**src/rtl/fxp_mac_pkg.sv**
```systemverilog
package fxp_mac_pkg;

  typedef enum logic [1:0] {
    OVF_SAT  = 2'd0,
    OVF_ZERO = 2'd1,
    OVF_WRAP = 2'd2,
    OVF_SAT2 = 2'd3
  } ovf_mode_e;

endpackage

```
**src/rtl/mac_rst_sync.sv**
```systemverilog
module mac_rst_sync #(
  parameter int STAGES = 2
) (
  input  logic clk,
  input  logic rst_n,
  output logic rst_sync_n
);
  logic [STAGES-1:0] sync_q;
  logic [STAGES-1:0] sync_d;

  always_comb begin
    sync_d = {sync_q[STAGES-2:0], 1'b1};
  end

  always_ff @(posedge clk or negedge rst_n) begin
    if (!rst_n) sync_q <= '0;
    else        sync_q <= sync_d;
  end

  assign rst_sync_n = sync_q[STAGES-1];
endmodule

```
**src/rtl/mac_mult.sv**
```systemverilog
module mac_mult #(
  parameter int DW = 16,
  localparam int PW = 2 * DW
) (
  input  logic [DW-1:0] op_a,
  input  logic [DW-1:0] op_b,
  output logic [PW-1:0] prod
);
  logic signed [DW-1:0] sa;
  logic signed [DW-1:0] sb;
  logic signed [PW-1:0] sp;

  always_comb begin
    sa = $signed(op_a);
    sb = $signed(op_b);
    sp = PW'(sa) * PW'(sb);
    prod = sp;
  end
endmodule

```
**src/rtl/mac_accum.sv**
```systemverilog
module mac_accum #(
  parameter int DW    = 16,
  parameter int GUARD = 4,
  localparam int PW = 2 * DW,
  localparam int AW = PW + GUARD
) (
  input  logic          clk,
  input  logic          rst_n,
  input  logic          clr,
  input  logic          acc_en,
  input  logic [PW-1:0] prod,
  output logic [AW-1:0] acc_q
);
  logic [AW-1:0] prod_ext;
  logic [AW-1:0] base;
  logic [AW-1:0] acc_d;
  logic          acc_ce;

  always_comb begin
    prod_ext = {{GUARD{prod[PW-1]}}, prod};
    base     = clr ? '0 : acc_q;
    acc_d    = acc_en ? (base + prod_ext) : base;
    acc_ce   = clr | acc_en;
  end

  always_ff @(posedge clk or negedge rst_n) begin
    if (!rst_n)      acc_q <= '0;
    else if (acc_ce) acc_q <= acc_d;
  end

  // a clear on its own empties the accumulator
  a_r5_clear: assert property (@(posedge clk) disable iff (!rst_n)
    (clr && !acc_en) |=> (acc_q == '0));

  // with no strobe the accumulator keeps its value
  a_r5_hold: assert property (@(posedge clk) disable iff (!rst_n)
    (!clr && !acc_en) |=> $stable(acc_q));

  // clear together with accumulate loads the product alone
  a_r6_load: assert property (@(posedge clk) disable iff (!rst_n)
    (clr && acc_en) |=> (acc_q == $past(prod_ext)));
endmodule

```
**src/rtl/mac_quant.sv**
```systemverilog
module mac_quant
  import fxp_mac_pkg::*;
#(
  parameter int DW    = 16,
  parameter int GUARD = 4,
  localparam int PW = 2 * DW,
  localparam int AW = PW + GUARD,
  localparam int SH = DW - 1
) (
  input  logic [AW-1:0] acc,
  input  logic          rnd_sel,
  input  ovf_mode_e     mode,
  output logic [DW-1:0] res,
  output logic          fits
);
  localparam logic [AW:0]   HALF  = (AW+1)'(1) << (SH - 1);
  localparam logic [DW-1:0] Q_MAX = {1'b0, {(DW-1){1'b1}}};
  localparam logic [DW-1:0] Q_MIN = {1'b1, {(DW-1){1'b0}}};

  logic [AW:0]        add_v;
  logic signed [AW:0] ext;
  logic signed [AW:0] q;
  logic [AW-DW+1:0]   hi;

  always_comb begin
    add_v = rnd_sel ? HALF : '0;
    ext   = $signed({acc[AW-1], acc}) + $signed(add_v);
    q     = ext >>> SH;
    hi    = q[AW:DW-1];
    fits  = (&hi) | ~(|hi);
    unique case (mode)
      OVF_ZERO: res = fits ? q[DW-1:0] : '0;
      OVF_WRAP: res = q[DW-1:0];
      default:  res = fits ? q[DW-1:0] : (q[AW] ? Q_MIN : Q_MAX);
    endcase
  end
endmodule

```
**src/rtl/fxp_guard_mac.sv**
```systemverilog
module fxp_guard_mac
  import fxp_mac_pkg::*;
#(
  parameter int DW    = 16,
  parameter int GUARD = 4,
  localparam int PW = 2 * DW,
  localparam int AW = PW + GUARD
) (
  input  logic          clk,
  input  logic          rst_n,
  input  logic          clr,
  input  logic          acc_en,
  input  logic          rd,
  input  logic          rnd_sel,
  input  logic [1:0]    ovf_sel,
  input  logic [DW-1:0] op_a,
  input  logic [DW-1:0] op_b,
  output logic [DW-1:0] result,
  output logic          ovf
);
  localparam logic [DW-1:0] Q_MAX = {1'b0, {(DW-1){1'b1}}};
  localparam logic [DW-1:0] Q_MIN = {1'b1, {(DW-1){1'b0}}};
  localparam logic [PW-1:0] P_ONE = PW'(1) << (PW - 2);

  logic          rst_sync_n;
  logic [PW-1:0] prod_w;
  logic [AW-1:0] acc_w;
  logic [DW-1:0] quant_w;
  logic          fits_w;
  ovf_mode_e     mode_w;
  logic [DW-1:0] res_d, res_q;
  logic          ovf_d, ovf_q;

  mac_rst_sync #(.STAGES(2)) i_rst_sync (
    .clk(clk), .rst_n(rst_n), .rst_sync_n(rst_sync_n)
  );

  mac_mult #(.DW(DW)) i_mult (
    .op_a(op_a), .op_b(op_b), .prod(prod_w)
  );

  mac_accum #(.DW(DW), .GUARD(GUARD)) i_accum (
    .clk(clk), .rst_n(rst_sync_n), .clr(clr), .acc_en(acc_en),
    .prod(prod_w), .acc_q(acc_w)
  );

  always_comb begin
    mode_w = ovf_mode_e'(ovf_sel);
  end

  mac_quant #(.DW(DW), .GUARD(GUARD)) i_quant (
    .acc(acc_w), .rnd_sel(rnd_sel), .mode(mode_w),
    .res(quant_w), .fits(fits_w)
  );

  always_comb begin
    res_d = rd ? quant_w : res_q;
    ovf_d = rd & ~fits_w;
  end

  always_ff @(posedge clk or negedge rst_sync_n) begin
    if (!rst_sync_n) begin
      res_q <= '0;
      ovf_q <= 1'b0;
    end else begin
      res_q <= res_d;
      ovf_q <= ovf_d;
    end
  end

  assign result = res_q;
  assign ovf    = ovf_q;

  // minus one squared gives plus one at full width
  a_r3_minus_one_square: assert property (@(posedge clk) disable iff (!rst_sync_n)
    (op_a == Q_MIN && op_b == Q_MIN) |-> (prod_w == P_ONE));

  // the flag is a one-cycle pulse that follows a read
  a_r12_ovf_pulse: assert property (@(posedge clk) disable iff (!rst_sync_n)
    !rd |=> !ovf);

  // the output holds between reads
  a_r12_result_hold: assert property (@(posedge clk) disable iff (!rst_sync_n)
    !rd |=> $stable(result));

  // a saturated read lands on a limit
  a_r9_saturate: assert property (@(posedge clk) disable iff (!rst_sync_n)
    (rd && (ovf_sel == 2'b00)) |=> (!ovf || result == Q_MAX || result == Q_MIN));

  // a zeroed read gives zero
  a_r10_zero: assert property (@(posedge clk) disable iff (!rst_sync_n)
    (rd && (ovf_sel == 2'b01)) |=> (!ovf || result == '0));
endmodule

```
**config.mk**
```make
export PLATFORM = sky130hd
export DESIGN_NAME = fxp_guard_mac
export DESIGN_NICKNAME = d
export VERILOG_FILES = /design/src/rtl/fxp_mac_pkg.sv /design/src/rtl/mac_rst_sync.sv /design/src/rtl/mac_mult.sv /design/src/rtl/mac_accum.sv /design/src/rtl/mac_quant.sv /design/src/rtl/fxp_guard_mac.sv
export SDC_FILE = /design/constraint.sdc
export NUM_CORES = 1
export LEC_CHECK = 0
export BUFFER_PORTS_ARGS = -buffer_cell sky130_fd_sc_hd__buf_2
export CORE_MARGIN = 4
export CORE_UTILIZATION = 46
export CTS_BUF_LIST = sky130_fd_sc_hd__clkbuf_16
export CTS_CLUSTER_DIAMETER = 120
export DETAILED_ROUTE_END_ITERATION = 8
export HOLD_SLACK_MARGIN = 0.02
export PLACE_DENSITY_LB_ADDON = 0.05
export SYNTH_ARGS = -nofsm -noshare
export SYNTH_HDL_FRONTEND = slang
export SYNTH_SLANG_ARGS = --single-unit
```
**constraint.sdc**
```tcl
create_clock -name clk -period 1.8 [get_ports clk]
set_input_delay 0.27 -clock clk [delete_from_list [all_inputs] [get_ports clk]]
set_output_delay 0.27 -clock clk [all_outputs]
set_load 0.01 [all_outputs]
```
# After elaboration in Yosys (flattened, before gate mapping)
# Index checks and enable logic that the tools add are counted.
# totals
ff_bits	55
latch_bits	0
ram_bits	0
romBits	0
in_bits	40
out_inout_bits	17
mem_count	0
# classes
add_sub_neg	2
mul	1
n_div	0
order_cmp	0
eq_ne	2
shift	0
muxes	7
n_bitwise	5
reduce_logical	2
# ops
op	n
2-to-1 mux 36 bit	2
2-to-1 mux 16 bit	3
adder 36 x 16 -> 37 bit	1
adder 36 bit	1
multiplier 16 x 16 -> 32 bit	1
case mux 16 bit (2 select lines)	1
2-to-1 mux 15 bit	1
AND reduction 7 bit	1
OR reduction 7 bit	1
== test 2 x 1 -> 1 bit, second input constant	1
== test 2 bit, second input constant	1
inverter 1 bit	2
OR 1 bit	2
bitwise AND 1 bit	1

# Longest topological paths before layout
# Gate-level depths: netlist (run 1).
# logic_depth
word_depth	7
ltp_mapped	35
ltp_nobuf	33

# By module
# Synthesis (run 1) repeated with hierarchy kept, for this count alone.
# hier_totals
hier_cells	1676
area_unflattened_um2	15154.5
# by_module_without_submodules
mod	instances	cells_each	area_per_inst_um2
mac_mult	1	1089	9912.0
mac_accum	1	431	3692.3
mac_quant	1	117	819.5
fxp_guard_mac	1	36	676.9
mac_rst_sync	1	3	53.8

# Worst setup path before layout (run 1)
# OpenSTA, ideal clock, no wires.
# synth_path
path_type	input to register
from	input op_a[7]
to	register i_accum.acc_q[34]
setup_time_ns	0.120
arrival_time_ns	7.639
required_time_ns	1.680
slack_ns	-5.959
path_stages	31
path_buffers	1
path_cell_list	clkbuf_1 nand2_1 fa_1 inv_1 fa_1 inv_1 fa_1 inv_1 fa_1 fa_1 inv_1 fa_1 inv_1 ha_1 a2111oi_0 o21ai_0 o21ba_1 a2111oi_0 a211o_1 a211o_1 a21oi_1 xnor2_1 ha_1 nand3_1 o22ai_1 nor2_1 o21ai_0 o41ai_1 and3_1 or4_1 a31o_1
# synth_between
elab_chain_cells	3
# synth_lines
element	line	source
start, declared	fxp_guard_mac.sv:16	input logic [DW-1:0] op_a,
multiplier 16 x 16 -> 32 bit	mac_mult.sv:16	sp = PW'(sa) * PW'(sb);
adder 36 bit	mac_accum.sv:22	acc_d = acc_en ? (base + prod_ext) : base;
2-to-1 mux 36 bit	mac_accum.sv:22	
end signal, assigned	mac_accum.sv:27	if (!rst_n) acc_q <= '0;
end signal, assigned	mac_accum.sv:28	else if (acc_ce) acc_q <= acc_d;
end, declared	mac_accum.sv:12	output logic [AW-1:0] acc_q
# No other way between the ends.
# A chain may end at the register's enable or synchronous reset.

# Worst setup path in the final report (run 1)
# layout_path
from	input op_a[9]
to	register i_accum.acc_q[34]
# The elaborated chain is that of the path after synthesis.

==> results.md, run 1 <==
- Critical Path End Type: flop
- Data arrival time of the worst path: 7.42 ns
- FFs w/ async S/R, synth: 100%
- Post-Syn Area: 14600 um2
- Clock sinks: 55
- WL/cell: 15.6 um
- Number of buffers created by CTS: 5
- Max Freq: 138 MHz
- Routed Antenna Nets: 0
- Clock Latency Late Sink: 0.30 ns
- Area grow syn2layout: 38.0%
- Violated checks: setup timing
- GRT Overall Usage: 23.2%
- Crit path max-delay family: adder cells
- RePlAce Congestion: 0.861
- CP Class: input pin to flop
- Post-Route WL: 37900 um
- CTS Buffer Depth: 2
- Die H: 186 um
- GRT overflow: 0
- Most frequent cells in the layout: 321 x buf_4, 312 x inv_1, 249 x fa_1
- Die area: 34600 um2
- Commonest non-fill, non-tap cell in the layout: buf_4
- Mapped Avg Cell Area: 8.85 um2
- Via count: 12380
- Drc violations: 0
- H-tree depth: 2
- Die Wd: 186 um
- Post-layout util: 65.1%
- Core Rows: 64
- Initial DRT Pass Iterations: 5
- Minimum clock period: 7.22 ns
- CP Launch Type: input pin
- Hold Violations, Final: 0
- Iteration-0 DRC Markers: 416
- Syn Nets: 2069
- Final period util: 401%
- Slowest CP cell: fa_1
- TritonCTS clock tree: yes
- Post-synth EDFFs: 0
- Placed cell count: 2373
- Max cap viols: 0
- Initial Util: 47.2%
- Post-Synthesis Cells: 1647
- Worst-margin pin slew: 0.556 ns
- Hold Path Class: flop to async pin
- RSZ-0062 raised after global routing: true
- Worst setup margin: -5.42 ns
- Hold slack: 0.215 ns
- Worst Path Max Fanout: 6
- Flops & latches, synth: 55
- CP dominant cell by count: fa_1
- CP bufs+invs: 5
- N_diodes: 0
- Yosys warnings: 0
- Setup TNS: -153.13 ns
- Setup-failing EPs final: 51
- Final non-filler cell total: 2421
- Largest net degree at the start of global routing: 37
- Vias per inst: 5.11
- Root Driver: clkbuf_16
- HPWL Detailed: 31900 um
- Fin nets: 2446
- Met3 WL: 1240 um
- Slew HR: 62.9%
- Max layer used: met4
- Worst-path clk slew: 0.07 ns
- Outcome: finished with violations
- Slew Viols, Final: 0
- Crit-path max cell delay: 0.53 ns
- Core Box Area: 30900 um2
- Vias in the first global route: 13800
- Num ports: 57
- Skew final: 0.00562 ns
- # port buffers: 56
- DRT met1 WL: 16100 um
- Post-synth cell types: 71
- Layout cells sized above 1: 36.0%
- First-pass GRT wire length: 65300 um
- Sequential element share of the synthesized area: 9.44%
- Detail Route met2 WL: 19900 um
- Initial antenna violation count: 0
- Top_reg_cell synth: dfrtp_1
- CP required: 2.00 ns
==> cell type report <==
cell class	count	area (um2)
Clock buffer	5	125
Clock inverter	3	16.3
Tap cell	396	495
Fill cell	2643	10800
Sequential cell	55	1380
Inverter	343	1300
Timing Repair Buffer	422	3400
Multi-Input combinational cell	1197	13400
==> worst register-to-register path, stage by stage (launching register included) <==
cell and delay (ns):
dfrtp_1 0.36, nor2b_1 0.14, ha_1 0.23, fa_1 0.40
a211oi_1 0.41, o21ai_2 0.16, a21oi_4 0.25, a211oi_2 0.15
o2111a_2 0.31, o41ai_2 0.34, and3_1 0.21, o31ai_1 0.08
a31o_1 0.21
==> state kept, by name, indices dropped and copies added (netlist names) <==
signal             count
i_accum.acc_q         36
result                16
ovf                    1
i_rst_sync.sync_q      2
==> cells by family after synthesis <==
kind of cell	share of synthesized area [%]
simple gates	16.7
buf+inv	10.2
xor+xnor	4.45
flops	9.44
other cells	0.0257
fa+ha+maj	46.3
compound gates	11.1
mux	1.70
==> cell usage after synthesis, types with 2 or more instances <==
cell type	n	share of area, %
inv_1	343	8.8
a21boi_0	4	0.21
o2111ai_1	2	0.12
nand2b_1	18	0.77
ha_1	119	10
o2111a_1	2	0.15
fa_1	263	36
a211o_1	4	0.24
o31ai_1	5	0.26
and2_1	129	5.5
dfrtp_1	55	9.4
o211ai_1	8	0.41
o21ai_0	30	1.0
or3_1	2	0.086
o221ai_1	2	0.12
nand3b_1	3	0.15
a31o_1	2	0.12
o21a_1	12	0.62
or2_2	2	0.086
a21o_1	26	1.3
nand3_1	19	0.65
xor2_1	15	0.90
o22ai_1	17	0.73
a21oi_1	59	2.0
o21ai_1	3	0.10
a41oi_1	2	0.12
a211oi_1	13	0.67
a32oi_1	2	0.12
and3_1	8	0.34
a31oi_1	9	0.39
a2111oi_0	4	0.24
nor2b_1	35	1.5
mux2_2	22	1.7
and4_1	3	0.18
clkbuf_1	51	1.3
a41o_1	3	0.21
nor3_1	18	0.62
o21bai_1	7	0.36
nand2_1	164	4.2
nor2_1	62	1.6
xnor2_1	56	3.4
nand4_1	12	0.52
nor4_1	4	0.17
==> path summary, 6_finish.rpt <==
| path | startpoint | end | slack (ns) | cells past startpoint |
|---|---|---|---|---|
| setup / recovery | op_a[9] | i_accum.acc_q[34] | -5.42 | 29 |
| setup reg to reg | i_accum.acc_q[0] | i_accum.acc_q[34] | -1.54 | 12 |
| max in group asynchronous | i_rst_sync.sync_q[1] | i_accum.acc_q[34] | 1.03 | 1 |
| hold reg to reg | i_rst_sync.sync_q[1] | result[3] | 0.22 | 0 |
| hold / removal | i_rst_sync.sync_q[1] | result[3] | 0.22 | 0 |
| min in group clk | i_rst_sync.sync_q[0] | i_rst_sync.sync_q[1] | 0.36 | 0 |
==> layer usage <==
metal  global-route usage (%)  vias to the layer above
li1                         -                     5932
met1                     29.9                     6233
met2                     42.2                      171
met3                     3.13                       44
met4                     3.73                        0
met5                        0                        -
==> through the flow <==
stage                     setup WS [ns]  cell area, um2
after CTS                         -5.51           19400
after global placement            -5.83           18300
after detailed placement          -5.90           18300
after global routing              -5.71           20100
final                             -5.42           20100
after floorplan                   -5.42           15400
==> repair_timing <==
action	4_1_cts	5_1_grt
gates resized for setup	184	150
endpoints found under the hold margin	2	0
cloned	2	0
buffers inserted	26	16
hold buffers	1	0
pin swaps	93	83
setup endpoints to repair	51	51
Power of run 1 is left out: the tool's default activity adds up to more than one toggle a clock period on the data nets, which glitch-free logic cannot reach.
==> run 2, diff against run 1 <==
--- a/config.mk
+++ b/config.mk
@@ -16,3 +16,4 @@
 export SYNTH_ARGS = -nofsm -noshare
 export SYNTH_HDL_FRONTEND = slang
 export SYNTH_SLANG_ARGS = --single-unit
+export TNS_END_PERCENT = 10
==> constraint.sdc (replaced) <==
create_clock -name clk -period 6.1 [get_ports clk]
set_input_delay 0.915 -clock clk [delete_from_list [all_inputs] [get_ports clk]]
set_output_delay 0.915 -clock clk [all_outputs]
set_load 0.01 [all_outputs]
==> run 2 against run 1 <==
  * The flow still finishes with violations (setup timing)
  * Wire length is 6.5% lower
  * Critical path depth is 1 higher
  * First-iteration DRC count is 0.96% higher
  * Critical endpoint unchanged
==> results.md, run 2 (synthesized netlist as in run 1, its figures left out) <==
- Worst slack at placement: -2.32 ns (+3.57 ns)
- Hold Path Class: flop to flop
- Layout cells sized above 1: 25.0% (-11 points)
- Number of buffers created by CTS: 5 (unchanged)
- Hold buffer count at cts: 0 (-1)
- Post-Route WL: 35400 um (-6.5%)
- Num ports: 57 (unchanged)
- Max cap viols: 0 (unchanged)
- # port buffers: 56 (unchanged)
- Routed Antenna Nets: 0 (unchanged)
- Worst-path clk slew: 0.08 ns (about the same)
- Commonest non-fill, non-tap cell in the layout: inv_1
- Crit-path max cell delay: 0.55 ns (+0.02 ns)
- Largest net degree at the start of global routing: 54 (+46%)
- Clock sinks: 55 (unchanged)
- Die area: 34600 um2 (unchanged)
- Final period util: 130%
- Fin nets: 2356 (-3.7%)
- Minimum clock period: 7.95 ns
- Slew HR: 50.6% (-12 points)
- Iteration-0 DRC Markers: 420 (+0.96%)
- Violated checks: setup timing
- CP required: 6.30 ns (+4.30 ns)
- Core Box Area: 30900 um2 (unchanged)
- CP Class: input pin to flop
- RSZ-0062 raised after global routing: true
- Hold Violations, Final: 0 (unchanged)
- WL/cell: 15.2 um (-2.8%)
- Most frequent cells in the layout: 333 x inv_1, 276 x buf_4, 256 x fa_1
- TritonCTS clock tree: yes
- Initial antenna violation count: 0 (unchanged)
- Filler cells: 2824 (+6.8%)
- Via count: 11926 (-3.7%)
- RePlAce Congestion: 0.899 (+4.5%)
- Max reg flops: 36 (unchanged)
- Setup TNS: -31.08 ns (+122.05 ns)
- Area grow syn2layout: 24.7%
- Worst-margin pin slew: 0.741 ns (+0.185 ns)
- Clock Latency Late Sink: 0.30 ns (about the same)
- First-pass GRT wire length: 60100 um (-8.0%)
- Setup-failing EPs final: 26 (-49%)
- GRT overflow: 0 (unchanged)
- Max Freq: 126 MHz
- Skew final: 0.0109 ns (+0.00527 ns)
- Die Wd: 186 um (unchanged)
- Hold slack: 0.356 ns (+0.140 ns)
- Vias per inst: 5.12 (about the same)
- Slew Viols, Final: 0 (unchanged)
- HPWL Detailed: 30300 um (-5.1%)
- CP dominant cell by count: fa_1
- Worst setup margin: -1.85 ns (+3.57 ns)
- H-tree depth: 2 (unchanged)
- GRT Overall Usage: 21.2% (-1.9 points)
- Vias in the first global route: 12434 (-9.9%)
- CTS Buffer Depth: 2 (unchanged)
- Worst Path Max Fanout: 5 (-1)
- Data arrival time of the worst path: 8.15 ns (+0.73 ns)
- Final instance area: 18200 um2 (-9.7%)
- Outcome: finished with violations
- Core Rows: 64 (unchanged)
- Critical Path End Type: flop
- CP Launch Type: input pin
- Biggest register: i_accum.acc_q
- N_diodes: 0 (unchanged)
- Root Driver: clkbuf_16
- Die H: 186 um (unchanged)
- Initial DRT Pass Iterations: 5 (unchanged)
- Area after DPL: 17300 um2 (-5.2%)
- Drc violations: 0 (unchanged)
- Slowest CP cell: fa_1
- Initial Util: 47.2% (unchanged)
run 2: area by class of cell:
cell class	count	area (um2)	area share [%]
clock buffers	5	125	0.688
clock inverters	3	27.5	0.151
inverters	343	1290	7.08
multi-input cells	1196	12400	68.1
flip-flops and latches	55	1380	7.58
well taps	396	495	2.73
repair buffers	333	2490	13.7
run 2: path summary, 6_finish.rpt:
check | startpoint | endpoint | slack, ns | cells past startpoint
worst max register to register | i_accum.acc_q[0] | i_accum.acc_q[28] | 2.59 | 13
min in group asynchronous | rst_n | i_rst_sync.sync_q[1] | 0.37 | 1
worst min-delay path | i_rst_sync.sync_q[0] | i_rst_sync.sync_q[1] | 0.36 | 0
max in group asynchronous | i_rst_sync.sync_q[1] | i_accum.acc_q[1] | 5.18 | 1
worst max-delay path | op_b[10] | i_accum.acc_q[34] | -1.85 | 30
worst min register to register | i_rst_sync.sync_q[0] | i_rst_sync.sync_q[1] | 0.36 | 0
run 2: worst max-delay path, delay by kind of cell:
family,cells,cell delay [ns]
buf+inv,5,0.31
xor+xnor,1,0.08
simple gates,5,1.00
compound gates,11,2.21
fa+ha+maj,8,3.62
run 2: repair_timing:
action,4_1_cts,5_1_grt
buffers inserted,6,7
endpoints found under the setup margin,28,28
cloned,0,0
gates resized for setup,98,44
pin swaps,60,35
run 2: metrics by stage:
stage | cells | utilization (%)
after floorplan | 1647 | -
after global placement | 2310 | 56.1
after detailed placement | 2310 | 56.1
after CTS | 2324 | 57.9
after global routing | 2331 | 58.8
final | 2331 | 58.8
run 2: routing by layer:
metal  wire, um  global-route usage (%)  vias up
li1           -                       -     5735
met3        897                    1.99       44
met4        697                    4.02        0
met2      18600                    37.9      146
met1      15300                    28.3     6001
met5          0                       0        -
Power of run 2 is left out for the same reason.
